--- src/rtl/seg_pkg.sv ---
package seg_pkg;
  typedef enum logic [1:0] {
    ACC_NONE = 2'b00,
    ACC_RO   = 2'b01,
    ACC_RSVD = 2'b10,
    ACC_RW   = 2'b11
  } seg_acc_e;

  typedef enum logic [1:0] {
    FLD_BASE = 2'd0,
    FLD_LEN  = 2'd1,
    FLD_ACC  = 2'd2,
    FLD_CTRL = 2'd3
  } seg_fld_e;
endpackage

--- src/rtl/seg_regfile.sv ---
module seg_regfile
  import seg_pkg::*;
#(
  parameter int SEG_W   = 3,
  parameter int BASE_W  = 12,
  parameter int LEN_W   = 7,
  parameter int N_MODES = 3,
  parameter int CFG_DW  = 16,
  localparam int CFG_AW = SEG_W + 5
) (
  input  logic              clk,
  input  logic              rst,
  input  logic              cfg_we,
  input  logic [CFG_AW-1:0] cfg_addr,
  input  logic [CFG_DW-1:0] cfg_wdata,
  output logic [CFG_DW-1:0] cfg_rdata,
  output logic              xl_enable,
  input  logic [1:0]        lk_mode,
  input  logic              lk_space,
  input  logic [SEG_W-1:0]  lk_seg,
  output logic              lk_mode_ok,
  output logic [BASE_W-1:0] lk_base,
  output logic [LEN_W-1:0]  lk_len,
  output seg_acc_e          lk_acc
);
  localparam int NSEG = 1 << SEG_W;
  localparam int NENT = N_MODES * 2 * NSEG;
  localparam int IW   = $clog2(NENT);

  logic [BASE_W-1:0] base_q [NENT];
  logic [LEN_W-1:0]  len_q  [NENT];
  seg_acc_e          acc_q  [NENT];
  logic              en_q;

  function automatic logic [IW-1:0] ent_idx(input logic [1:0] m, input logic s,
                                            input logic [SEG_W-1:0] g);
    int v;
    v = ((int'(m) * 2) + int'(s)) * NSEG + int'(g);
    return IW'(v);
  endfunction

  seg_fld_e          c_fld;
  logic [SEG_W-1:0]  c_seg;
  logic              c_space;
  logic [1:0]        c_mode;
  logic              c_ok;
  logic [IW-1:0]     c_idx;
  logic [IW-1:0]     l_idx;

  assign c_fld   = seg_fld_e'(cfg_addr[1:0]);
  assign c_seg   = cfg_addr[SEG_W+1:2];
  assign c_space = cfg_addr[SEG_W+2];
  assign c_mode  = cfg_addr[SEG_W+4:SEG_W+3];
  assign c_ok    = int'(c_mode) < N_MODES;
  assign c_idx   = c_ok ? ent_idx(c_mode, c_space, c_seg) : '0;

  always_ff @(posedge clk) begin
    if (rst) begin
      en_q <= 1'b0;
      for (int i = 0; i < NENT; i++) begin
        base_q[i] <= '0;
        len_q[i]  <= '0;
        acc_q[i]  <= ACC_NONE;
      end
    end else if (cfg_we) begin
      case (c_fld)
        FLD_CTRL: en_q <= cfg_wdata[0];
        FLD_BASE: if (c_ok) base_q[c_idx] <= cfg_wdata[BASE_W-1:0];
        FLD_LEN:  if (c_ok) len_q[c_idx]  <= cfg_wdata[LEN_W-1:0];
        default:  if (c_ok) acc_q[c_idx]  <= seg_acc_e'(cfg_wdata[1:0]);
      endcase
    end
  end

  always_comb begin
    cfg_rdata = '0;
    case (c_fld)
      FLD_CTRL: cfg_rdata[0] = en_q;
      FLD_BASE: if (c_ok) cfg_rdata[BASE_W-1:0] = base_q[c_idx];
      FLD_LEN:  if (c_ok) cfg_rdata[LEN_W-1:0]  = len_q[c_idx];
      default:  if (c_ok) cfg_rdata[1:0]        = acc_q[c_idx];
    endcase
  end

  assign xl_enable  = en_q;
  assign lk_mode_ok = int'(lk_mode) < N_MODES;
  assign l_idx      = lk_mode_ok ? ent_idx(lk_mode, lk_space, lk_seg) : '0;
  assign lk_base    = base_q[l_idx];
  assign lk_len     = len_q[l_idx];
  assign lk_acc     = acc_q[l_idx];

  // a control write lands in the enable bit one edge later
  a_r10_ctrl_write: assert property (@(posedge clk) disable iff (rst)
    (cfg_we && cfg_addr[1:0] == 2'd3) |=> (xl_enable == $past(cfg_wdata[0])));
endmodule

--- src/rtl/seg_guard.sv ---
module seg_guard
  import seg_pkg::*;
#(
  parameter int LEN_W = 7
) (
  input  logic             enable,
  input  logic             mode_ok,
  input  seg_acc_e         acc,
  input  logic [LEN_W-1:0] len,
  input  logic [LEN_W-1:0] blk,
  input  logic             is_write,
  output logic             fault
);
  logic acc_fault;
  logic len_fault;

  always_comb begin
    case (acc)
      ACC_RW:  acc_fault = 1'b0;
      ACC_RO:  acc_fault = is_write;
      default: acc_fault = 1'b1;
    endcase
  end

  assign len_fault = blk > len;
  assign fault     = enable && (!mode_ok || acc_fault || len_fault);
endmodule

--- src/rtl/seg_addr_form.sv ---
module seg_addr_form #(
  parameter int VA_W      = 16,
  parameter int PA_W      = 18,
  parameter int SEG_W     = 3,
  parameter int BLK_SHIFT = 6,
  parameter int BASE_W    = 12,
  localparam int OFF_W    = VA_W - SEG_W
) (
  input  logic              enable,
  input  logic [VA_W-1:0]   vaddr,
  input  logic [BASE_W-1:0] base,
  output logic [PA_W-1:0]   paddr
);
  logic [PA_W-1:0] reloc;
  logic [PA_W-1:0] bypass;
  logic            io_win;

  assign reloc  = PA_W'({base, {BLK_SHIFT{1'b0}}}) + PA_W'(vaddr[OFF_W-1:0]);
  assign io_win = &vaddr[VA_W-1:OFF_W];

  generate
    if (PA_W > VA_W) begin : g_wide
      assign bypass = io_win ? {{(PA_W-OFF_W){1'b1}}, vaddr[OFF_W-1:0]}
                             : {{(PA_W-VA_W){1'b0}}, vaddr};
    end else begin : g_narrow
      assign bypass = PA_W'(vaddr);
    end
  endgenerate

  assign paddr = enable ? reloc : bypass;
endmodule

--- src/rtl/seg_relocate.sv ---
module seg_relocate
  import seg_pkg::*;
#(
  parameter int VA_W      = 16,
  parameter int PA_W      = 18,
  parameter int SEG_W     = 3,
  parameter int BLK_SHIFT = 6,
  parameter int BASE_W    = 12,
  parameter int N_MODES   = 3,
  parameter int CFG_DW    = 16,
  localparam int OFF_W    = VA_W - SEG_W,
  localparam int LEN_W    = OFF_W - BLK_SHIFT,
  localparam int CFG_AW   = SEG_W + 5
) (
  input  logic              clk,
  input  logic              rst,
  input  logic              in_valid,
  output logic              in_ready,
  input  logic [VA_W-1:0]   in_vaddr,
  input  logic              in_instr,
  input  logic              in_write,
  input  logic [1:0]        in_mode,
  output logic              out_valid,
  input  logic              out_ready,
  output logic [PA_W-1:0]   out_paddr,
  output logic              out_abort,
  input  logic              cfg_we,
  input  logic [CFG_AW-1:0] cfg_addr,
  input  logic [CFG_DW-1:0] cfg_wdata,
  output logic [CFG_DW-1:0] cfg_rdata
);
  logic              enable;
  logic              mode_ok;
  logic [BASE_W-1:0] seg_base;
  logic [LEN_W-1:0]  seg_len;
  seg_acc_e          seg_acc;
  logic              fault;
  logic [LEN_W-1:0]  blk;

  assign blk = in_vaddr[OFF_W-1:BLK_SHIFT];

  seg_regfile #(
    .SEG_W(SEG_W), .BASE_W(BASE_W), .LEN_W(LEN_W),
    .N_MODES(N_MODES), .CFG_DW(CFG_DW)
  ) u_regs (
    .clk(clk), .rst(rst),
    .cfg_we(cfg_we), .cfg_addr(cfg_addr), .cfg_wdata(cfg_wdata), .cfg_rdata(cfg_rdata),
    .xl_enable(enable),
    .lk_mode(in_mode), .lk_space(in_instr), .lk_seg(in_vaddr[VA_W-1:OFF_W]),
    .lk_mode_ok(mode_ok), .lk_base(seg_base), .lk_len(seg_len), .lk_acc(seg_acc)
  );

  seg_guard #(.LEN_W(LEN_W)) u_guard (
    .enable(enable), .mode_ok(mode_ok), .acc(seg_acc), .len(seg_len),
    .blk(blk), .is_write(in_write), .fault(fault)
  );

  seg_addr_form #(
    .VA_W(VA_W), .PA_W(PA_W), .SEG_W(SEG_W), .BLK_SHIFT(BLK_SHIFT), .BASE_W(BASE_W)
  ) u_form (
    .enable(enable), .vaddr(in_vaddr), .base(seg_base), .paddr(out_paddr)
  );

  assign out_abort = in_valid && fault;
  assign out_valid = in_valid && !fault;
  assign in_ready  = fault ? 1'b1 : out_ready;

  // never both a result and an abort
  a_r9_exclusive: assert property (@(posedge clk) disable iff (rst)
    !(out_valid && out_abort));
  // a translating request waits for the consumer
  a_r9_backpressure: assert property (@(posedge clk) disable iff (rst)
    (out_valid) |-> (in_ready == out_ready));
  // translation off means no fault
  a_r2_bypass_no_abort: assert property (@(posedge clk) disable iff (rst)
    !enable |-> !out_abort);
  // device window lands at the top of physical space
  a_r3_io_window: assert property (@(posedge clk) disable iff (rst)
    (!enable && (&in_vaddr[VA_W-1:OFF_W])) |-> (&out_paddr[PA_W-1:OFF_W]));
  // offset beyond the segment length aborts
  a_r6_length: assert property (@(posedge clk) disable iff (rst)
    (in_valid && enable && (blk > seg_len)) |-> out_abort);
  // the unused mode code always aborts when translating
  a_r8_bad_mode: assert property (@(posedge clk) disable iff (rst)
    (in_valid && enable && in_mode == 2'd3) |-> out_abort);
endmodule

--- config.mk ---
export PLATFORM = sky130hd
export DESIGN_NAME = seg_relocate
export DESIGN_NICKNAME = d
export VERILOG_FILES = /design/src/rtl/seg_pkg.sv /design/src/rtl/seg_regfile.sv /design/src/rtl/seg_guard.sv /design/src/rtl/seg_addr_form.sv /design/src/rtl/seg_relocate.sv
export SDC_FILE = /design/constraint.sdc
export NUM_CORES = 2
export LEC_CHECK = 0
export ABC_AREA = 1
export BUFFER_PORTS_ARGS = -buffer_cell sky130_fd_sc_hd__buf_2
export CAP_MARGIN = 40
export CORE_MARGIN = 5
export CORE_UTILIZATION = 55
export CTS_CLUSTER_SIZE = 10
export DETAILED_ROUTE_END_ITERATION = 8
export PLACE_DENSITY = 0.71
export SLEW_MARGIN = 20
export SYNTH_ARGS = -nofsm -noshare
export SYNTH_HDL_FRONTEND = slang
export SYNTH_SLANG_ARGS = --single-unit
--- constraint.sdc ---
create_clock -name clk -period 4.25 [get_ports clk]
set_clock_uncertainty 0.05 [all_clocks]
set_input_delay 0.425 -clock clk [delete_from_list [all_inputs] [get_ports clk]]
set_output_delay 0.425 -clock clk [all_outputs]
set_load 0.03 [all_outputs]
== Word level (Yosys, flattened, before mapping) ==
Memory sizes are Yosys's and may differ from the RTL's.
Cells that the tools add are included.
Storage, ports and cells
  register bits after elaboration: 1
  RAM bits: 1008
  logic and storage cells: 67
  memories kept: 3
Operators by class
  add/subtract/negate cells: 5
  order comparisons: 3
  equal/unequal tests: 4
  multiplexer cells: 37
  reductions and logical operators: 14
Memory list
  u_regs.base_q: words 48, bits a word 12, rd ports 2, clocked after Yosys merged registers in 0, write ports 48, line seg_regfile.sv:30  | logic [BASE_W-1:0] base_q [NENT];
  u_regs.len_q: words 48, bits a word 7, rd ports 2, clocked after Yosys merged registers in 0, write ports 48, line seg_regfile.sv:31  | logic [LEN_W-1:0] len_q [NENT];
  u_regs.acc_q: words 48, bits a word 2, rd ports 2, clocked after Yosys merged registers in 0, write ports 48, line seg_regfile.sv:32  | seg_acc_e acc_q [NENT];
Operators by type and width (number)
  $mux W18: 2
  $mux W6: 5
  $mux W12: 2
  $mux W1: 19
  $add A18 B13 Y18: 1
  $mux W7: 2
  $add A6 B4 Y6: 2
  $reduce_or A12 Y1: 1
  $pmux W5 S2: 1
  $gt A7 B7 Y1: 1
  $reduce_or A7 Y1: 1
  $add A3 B1 Y3: 2
  $pmux W1 S3: 2
  $mux W5: 1
  $eq A2 B1 Y1 const B: 2
  $eq A2 B2 Y1 const B: 2
  $lt A2 B2 Y1 const B: 2
  $mux W2: 2
  $logic_and A1 B1 Y1: 3
  $reduce_and A3 Y1: 1
  $reduce_or A3 Y1: 1
  $logic_not A1 Y1: 2
  $logic_not A2 Y1: 1
  $logic_or A1 B1 Y1: 2
  3 further kinds: 3

== Logic depth before layout (Yosys ltp) ==
An unclocked memory read counts as a cell.
  depth in word-level cells: 11
  mapped depth: 26
  depth with buffers taken out: 23

== Cells and area by module ==
A second synthesis with hierarchy kept.
Unflattened totals
  cells, all modules: 7394
  area, all modules: 67641.1 µm²
Modules (own cells, without submodules)
  seg_regfile: times used 1, cells each 7219, area each 66707.7 µm², seq. area each 40378.7 µm²
  seg_addr_form: times used 1, cells each 130, area each 684.4 µm², seq. area each 0.0 µm²
  seg_guard: times used 1, cells each 38, area each 222.7 µm², seq. area each 0.0 µm²
  seg_relocate: times used 1, cells each 7, area each 26.3 µm², seq. area each 0.0 µm²

== Least setup slack after synthesis ==
OpenSTA, ideal clock, no wires.
  path type: in2out
  start point: input in_vaddr[13]
  end point: output out_paddr[14]
  data arrival time: 3802 ps
  data required time: 3775 ps
  path slack: -27 ps
  stages: 22
  buffers on the path: 4
  cell sequence: buf_4 > nand2_4 > inv_2 > buf_4 > buf_4 > buf_2 > a21oi_1 > a31oi_1 > a21oi_1 > o21ai_0 > a21oi_1 > nor3_1 > ha_1 > fa_1 > nand3_1 > nand2_1 > nand2_1 > a21boi_0 > o21ai_0 > a21oi_2 > xor2_1 > o21ai_0
Between the ends
  cells in the longest elaborated chain, start to end: 5
  elaborated cells on any way between the ends: 7
  those cells by class: add/sub: 2; mux: 3; reduce/logical: 1; memory: 1
RTL lines
  start, declared: line seg_relocate.sv:19  | input logic [VA_W-1:0] in_vaddr,
  $add A6 B4 Y6: line seg_regfile.sv:38  | v = ((int'(m) * 2) + int'(s)) * NSEG + int'(g);
  $mux W6: line seg_regfile.sv:87  | assign l_idx = lk_mode_ok ? ent_idx(lk_mode, lk_space, lk_seg) : '0;
  $mem_v2 Z48 W12
  $add A18 B13 Y18: line seg_addr_form.sv:18  | assign reloc = PA_W'({base, {BLK_SHIFT{1'b0}}}) + PA_W'(vaddr[OFF_W-1:0]);
  $mux W18 *: line seg_addr_form.sv:30  | assign paddr = enable ? reloc : bypass;
  end, declared: line seg_relocate.sv:25  | output logic [PA_W-1:0] out_paddr,
Mark *: on every way between the ends. The rest lies on a longest branch, timed or not.

== Final worst setup path ==
  start point: input in_vaddr[13]
  end point: output out_abort
Between the ends
  cells in the longest elaborated chain, start to end: 9
  elaborated cells on any way between the ends: 12
  those cells by class: add/sub: 1; order compare: 1; eq/ne: 2; mux: 2; reduce/logical: 4; memory: 2
RTL lines
  $add A6 B4 Y6 *: line seg_regfile.sv:38
  $mux W6 *: line seg_regfile.sv:87
  parallel branches: the longest is 4 deep, another holds $mem_v2 Z48 W7
  $logic_or A1 B1 Y1 *: line seg_guard.sv:26  | assign fault = enable && (!mode_ok || acc_fault || len_fault);
  $logic_and A1 B1 Y1 *: line seg_guard.sv:26
  $logic_and A1 B1 Y1 *: line seg_relocate.sv:64  | assign out_abort = in_valid && fault;
  end, declared: line seg_relocate.sv:26  | output logic out_abort,
Mark *: on every way between the ends.

==> run summary <==
Result of the run -> complete, but fails checks
Failing checks -> DRC, setup timing
Worst path setup slack after routing -> -65.1 ps
Clock sink total -> 1345
Total via count after detailed routing -> 58.2k
Core Region -> 0.118 sq mm
Number of antenna-violating nets in the routed design -> 0
Reg2Reg Launch Point -> u_regs.xl_enable$_SDFFE_PP0P_
Number of detailed-route iterations in the first pass -> 9
Hold wc startpoint -> cfg_addr[0]
Most repeated cell in the gate-level netlist after synthesis -> sky130_fd_sc_hd__edfxtp_1
Die Y-Extent -> 356 um
Routed len/inst -> 29.3 um
Dpl hpwl -> 161 mm
CTS tree -> built
Starting Density -> 55.5%
Total GRT Usage -> 38.1%
Crit path arrival time -> 3840 ps
Worst-case register-to-register setup slack -> 3580 ps
Maximum clock path buffer count -> 3
Total overflow reported by the global router -> 0
CTS H-tree depth -> 4
Per-cell via count in the routed design -> 6.83
Lkg Pwr -> 27.9 nW
Final instance count without filler cells -> 8517
Portion of the clock cycle consumed by the worst path in the final layout -> 102%
Prevailing post-synth register cell -> sky130_fd_sc_hd__edfxtp_1
CP Capture Type -> output pin
Initial antenna violation count -> 4
Final critical path time including I/O delays and setup -> 4320 ps
Min Hold Slack -> 97.5 ps
RSZ-0062 raised after global routing -> true
Worst-case vdd ir drop -> 378 uV
Final slew viol count -> 0
Start-to-end type of the worst setup path -> input pin to output pin
# diodes -> 0
Total power consumption of the routed design -> 0.0317 W
Share of cells above drive strength 1 -> 12.9%
Wire length of the first global-routing pass -> 358 mm
Die footprint -> 0.127 sq mm
Leading post-synthesis cells by instance count -> 1344 x sky130_fd_sc_hd__edfxtp_1, 1280 x sky130_fd_sc_hd__nor2_1, 1235 x sky130_fd_sc_hd__nand2_1, 548 x sky130_fd_sc_hd__o22ai_1, 519 x sky130_fd_sc_hd__nand3_1
Largest net degree at the start of global routing -> 146
TritonCTS Buffers -> 155
Count of input and output buffers -> 65
Achievable Freq -> 0.232 GHz
Number of different library cells in the post-synthesis netlist -> 52
Worst hold path cell count -> 4
Area delta synth->final -> 14.3%
RD Place Congestion -> 0.989
Placed Cells incl. Taps -> 8271
Clock latency on the worst-skew pair -> 780 ps
Asr flop ratio synth -> 0%
Post-route DRC violation count -> 18
Ports placed on the boundary -> 86
Die width -> 356 um
Pre-CTS WS -> -447 ps
Library cell with the largest summed area after synthesis -> sky130_fd_sc_hd__edfxtp_1
Largest fanout of any net on the critical path -> 44
Worst Path Required -> 3770 ps
Via count of the first global-routing pass -> 54.4k
Max-cap violations -> 0
Final wirelength -> 249 mm
P per Cell Area -> 421 mW/mm^2
Kind of path behind the tightest hold check -> input pin to flip-flop
Initial DRC Count -> 10.6k
Cell count after synthesis -> 6744
Proportion of synthesized chip area in sequential cells -> 61.4%
Post-layout nets -> 6937
Mean area per synthesized cell -> 9.75 sq um
Root buffer cell -> sky130_fd_sc_hd__clkbuf_16
Final number of setup-violating endpoints -> 4
Startpoint type of the worst setup path -> input pin
Final-report hold violation count -> 0
Flip-flop and latch count after synthesis -> 1345
Proportion of netlist area held by the largest area contributor -> 61.4%
Capturing point of the worst reg2reg path -> u_regs.xl_enable$_SDFFE_PP0P_
Relative slew margins -> 27.3%
Cell types occupying the most area after synthesis -> sky130_fd_sc_hd__edfxtp_1 61%, sky130_fd_sc_hd__nor2_1 7.3%, sky130_fd_sc_hd__nand2_1 7.1%
End point of the most critical hold path -> u_regs.xl_enable$_SDFFE_PP0P_
Clock transition at the registers of the reported paths -> 50 ps
Yosys warning total -> 0
Std cell rows -> 126
Number of enable-type register cells in the synthesized netlist -> 1344
Depth of the most critical reg-to-reg path -> 2
Cell area after technology mapping -> 0.0657 sq mm
Actual slew at the worst max-slew pin -> 1090 ps
[registers in the layout, summed over array words and instances, names as in the netlist]
signal and count:
u_regs.len_q 448, u_regs.acc_q 128, u_regs.base_q 768, u_regs.xl_enable 1
[final cells by class]
class / count / area, sq um
repair inverters: 1 / 11.3
inverters: 181 / 751
clock buffers: 180 / 3970
repair buffers: 573 / 5350
multi-input cells: 4613 / 22400
flip-flops and latches: 1345 / 40400
fillers: 9270 / 43200
well taps: 1600 / 2000
clock inverters: 24 / 312
[how the worst max path moves through the flow]
stage / startpoint / end / slack (ps) / cells after the start
detailed placement: in_mode[1] / out_paddr[16] / -450 / 23
finish: in_vaddr[13] / out_abort / -70 / 20
CTS: u_regs.base_q[22][0]$_SDFFCE_PN0P_ / out_paddr[16] / -10 / 19
global placement: in_mode[1] / out_paddr[16] / -420 / 23
global route: u_regs.base_q[17][1]$_SDFFCE_PN0P_ / out_paddr[15] / -190 / 18
floorplan: in_vaddr[13] / out_paddr[14] / 200 / 22
[logic make-up after synthesis]
| group | Yosys count | share of synthesized area, % |
|---|---|---|
| AO/OA/AOI/OAI | 1382 | 12.9 |
| XOR/XNOR | 3 | 0.0400 |
| adder cells (fa/ha/maj) | 18 | 0.354 |
| buffers and inverters | 790 | 5.38 |
| flip-flops | 1345 | 61.4 |
| other | 1 | 0.00570 |
| AND/OR/NAND/NOR | 3205 | 19.9 |
[what timing repair did]
action                                  4_1_cts  5_1_grt
resized for setup                            80       95
cloned                                        6        7
setup buffers                                 0       22
endpoints found under the setup margin       11       14
hold buffers                                  7        0
hold endpoints to repair                     81        0
pin swaps                                    18       37
[cell usage in the layout, fill, tap and decap left out, drive strengths merged, types with 3 or more instances in the layout]
cell type    instances
o221ai              24
a21oi              355
o211ai              23
o2111ai             34
nand3              520
edfxtp            1344
o31ai               14
nor3                99
o21ai              212
nor2              1284
clkbuf             187
clkinv              19
inv                186
a211oi              13
nand4               12
bufbuf               3
or2                 18
nand3b              29
buf                556
o311ai               5
a32o                37
o22ai              548
a32oi               69
nand2             1243
ha                  17
a221oi               3
dlygate4sd3          7
xor2                 3
conb                 4
a31oi               37
a22oi                3
[power by group]
part           internal, W  total (W)  leakage (nW)  switching (W)
clock network      0.00661     0.0119          2.08        0.00533
logic              0.00132    0.00429          13.3        0.00297
registers           0.0151     0.0155          12.6       0.000348
total               0.0230     0.0317          27.9        0.00865
[routing by layer]
layer | routed length (um) | track usage, % | part of all wire (%) | up-vias
met4 | 15300 | 18.9 | 6.2 | 10
met3 | 41000 | 12.5 | 16 | 1058
met2 | 106000 | 55.7 | 42 | 5422
li1 | - | - | - | 24300
met1 | 87300 | 51.4 | 35 | 27300
met5 | 149 | 0.538 | 0.060 | -
[worst max-delay path: stages]
cell and delay (ps):
sky130_fd_sc_hd__buf_6 130, sky130_fd_sc_hd__buf_4 170, sky130_fd_sc_hd__buf_12 260, sky130_fd_sc_hd__buf_4 360, sky130_fd_sc_hd__o21ai_0 150, sky130_fd_sc_hd__o221ai_1 260, sky130_fd_sc_hd__nand3_1 180, sky130_fd_sc_hd__a21oi_1 310
sky130_fd_sc_hd__buf_4 170, sky130_fd_sc_hd__nor3_1 40, sky130_fd_sc_hd__ha_1 270, sky130_fd_sc_hd__nand2_1 60, sky130_fd_sc_hd__nor2_2 120, sky130_fd_sc_hd__nand2_1 60, sky130_fd_sc_hd__a32o_2 260, sky130_fd_sc_hd__nand2_2 90
sky130_fd_sc_hd__buf_12 120, sky130_fd_sc_hd__nand2_1 80, sky130_fd_sc_hd__nor2_1 120, sky130_fd_sc_hd__buf_4 160
[per-stage QoR]
stage | instance area (sq um) | utilization (%) | TNS (ps)
after detailed placement | 69700 | 58.9 | -3020
final | 75200 | 63.5 | -89.7
after global routing | 75200 | 63.5 | -958
after CTS | 74500 | 63.0 | -13.6
after global placement | 69600 | 58.8 | -2540
after floorplan | 65800 | - | 0
Note: power is estimated with default switching activity, not from simulation.
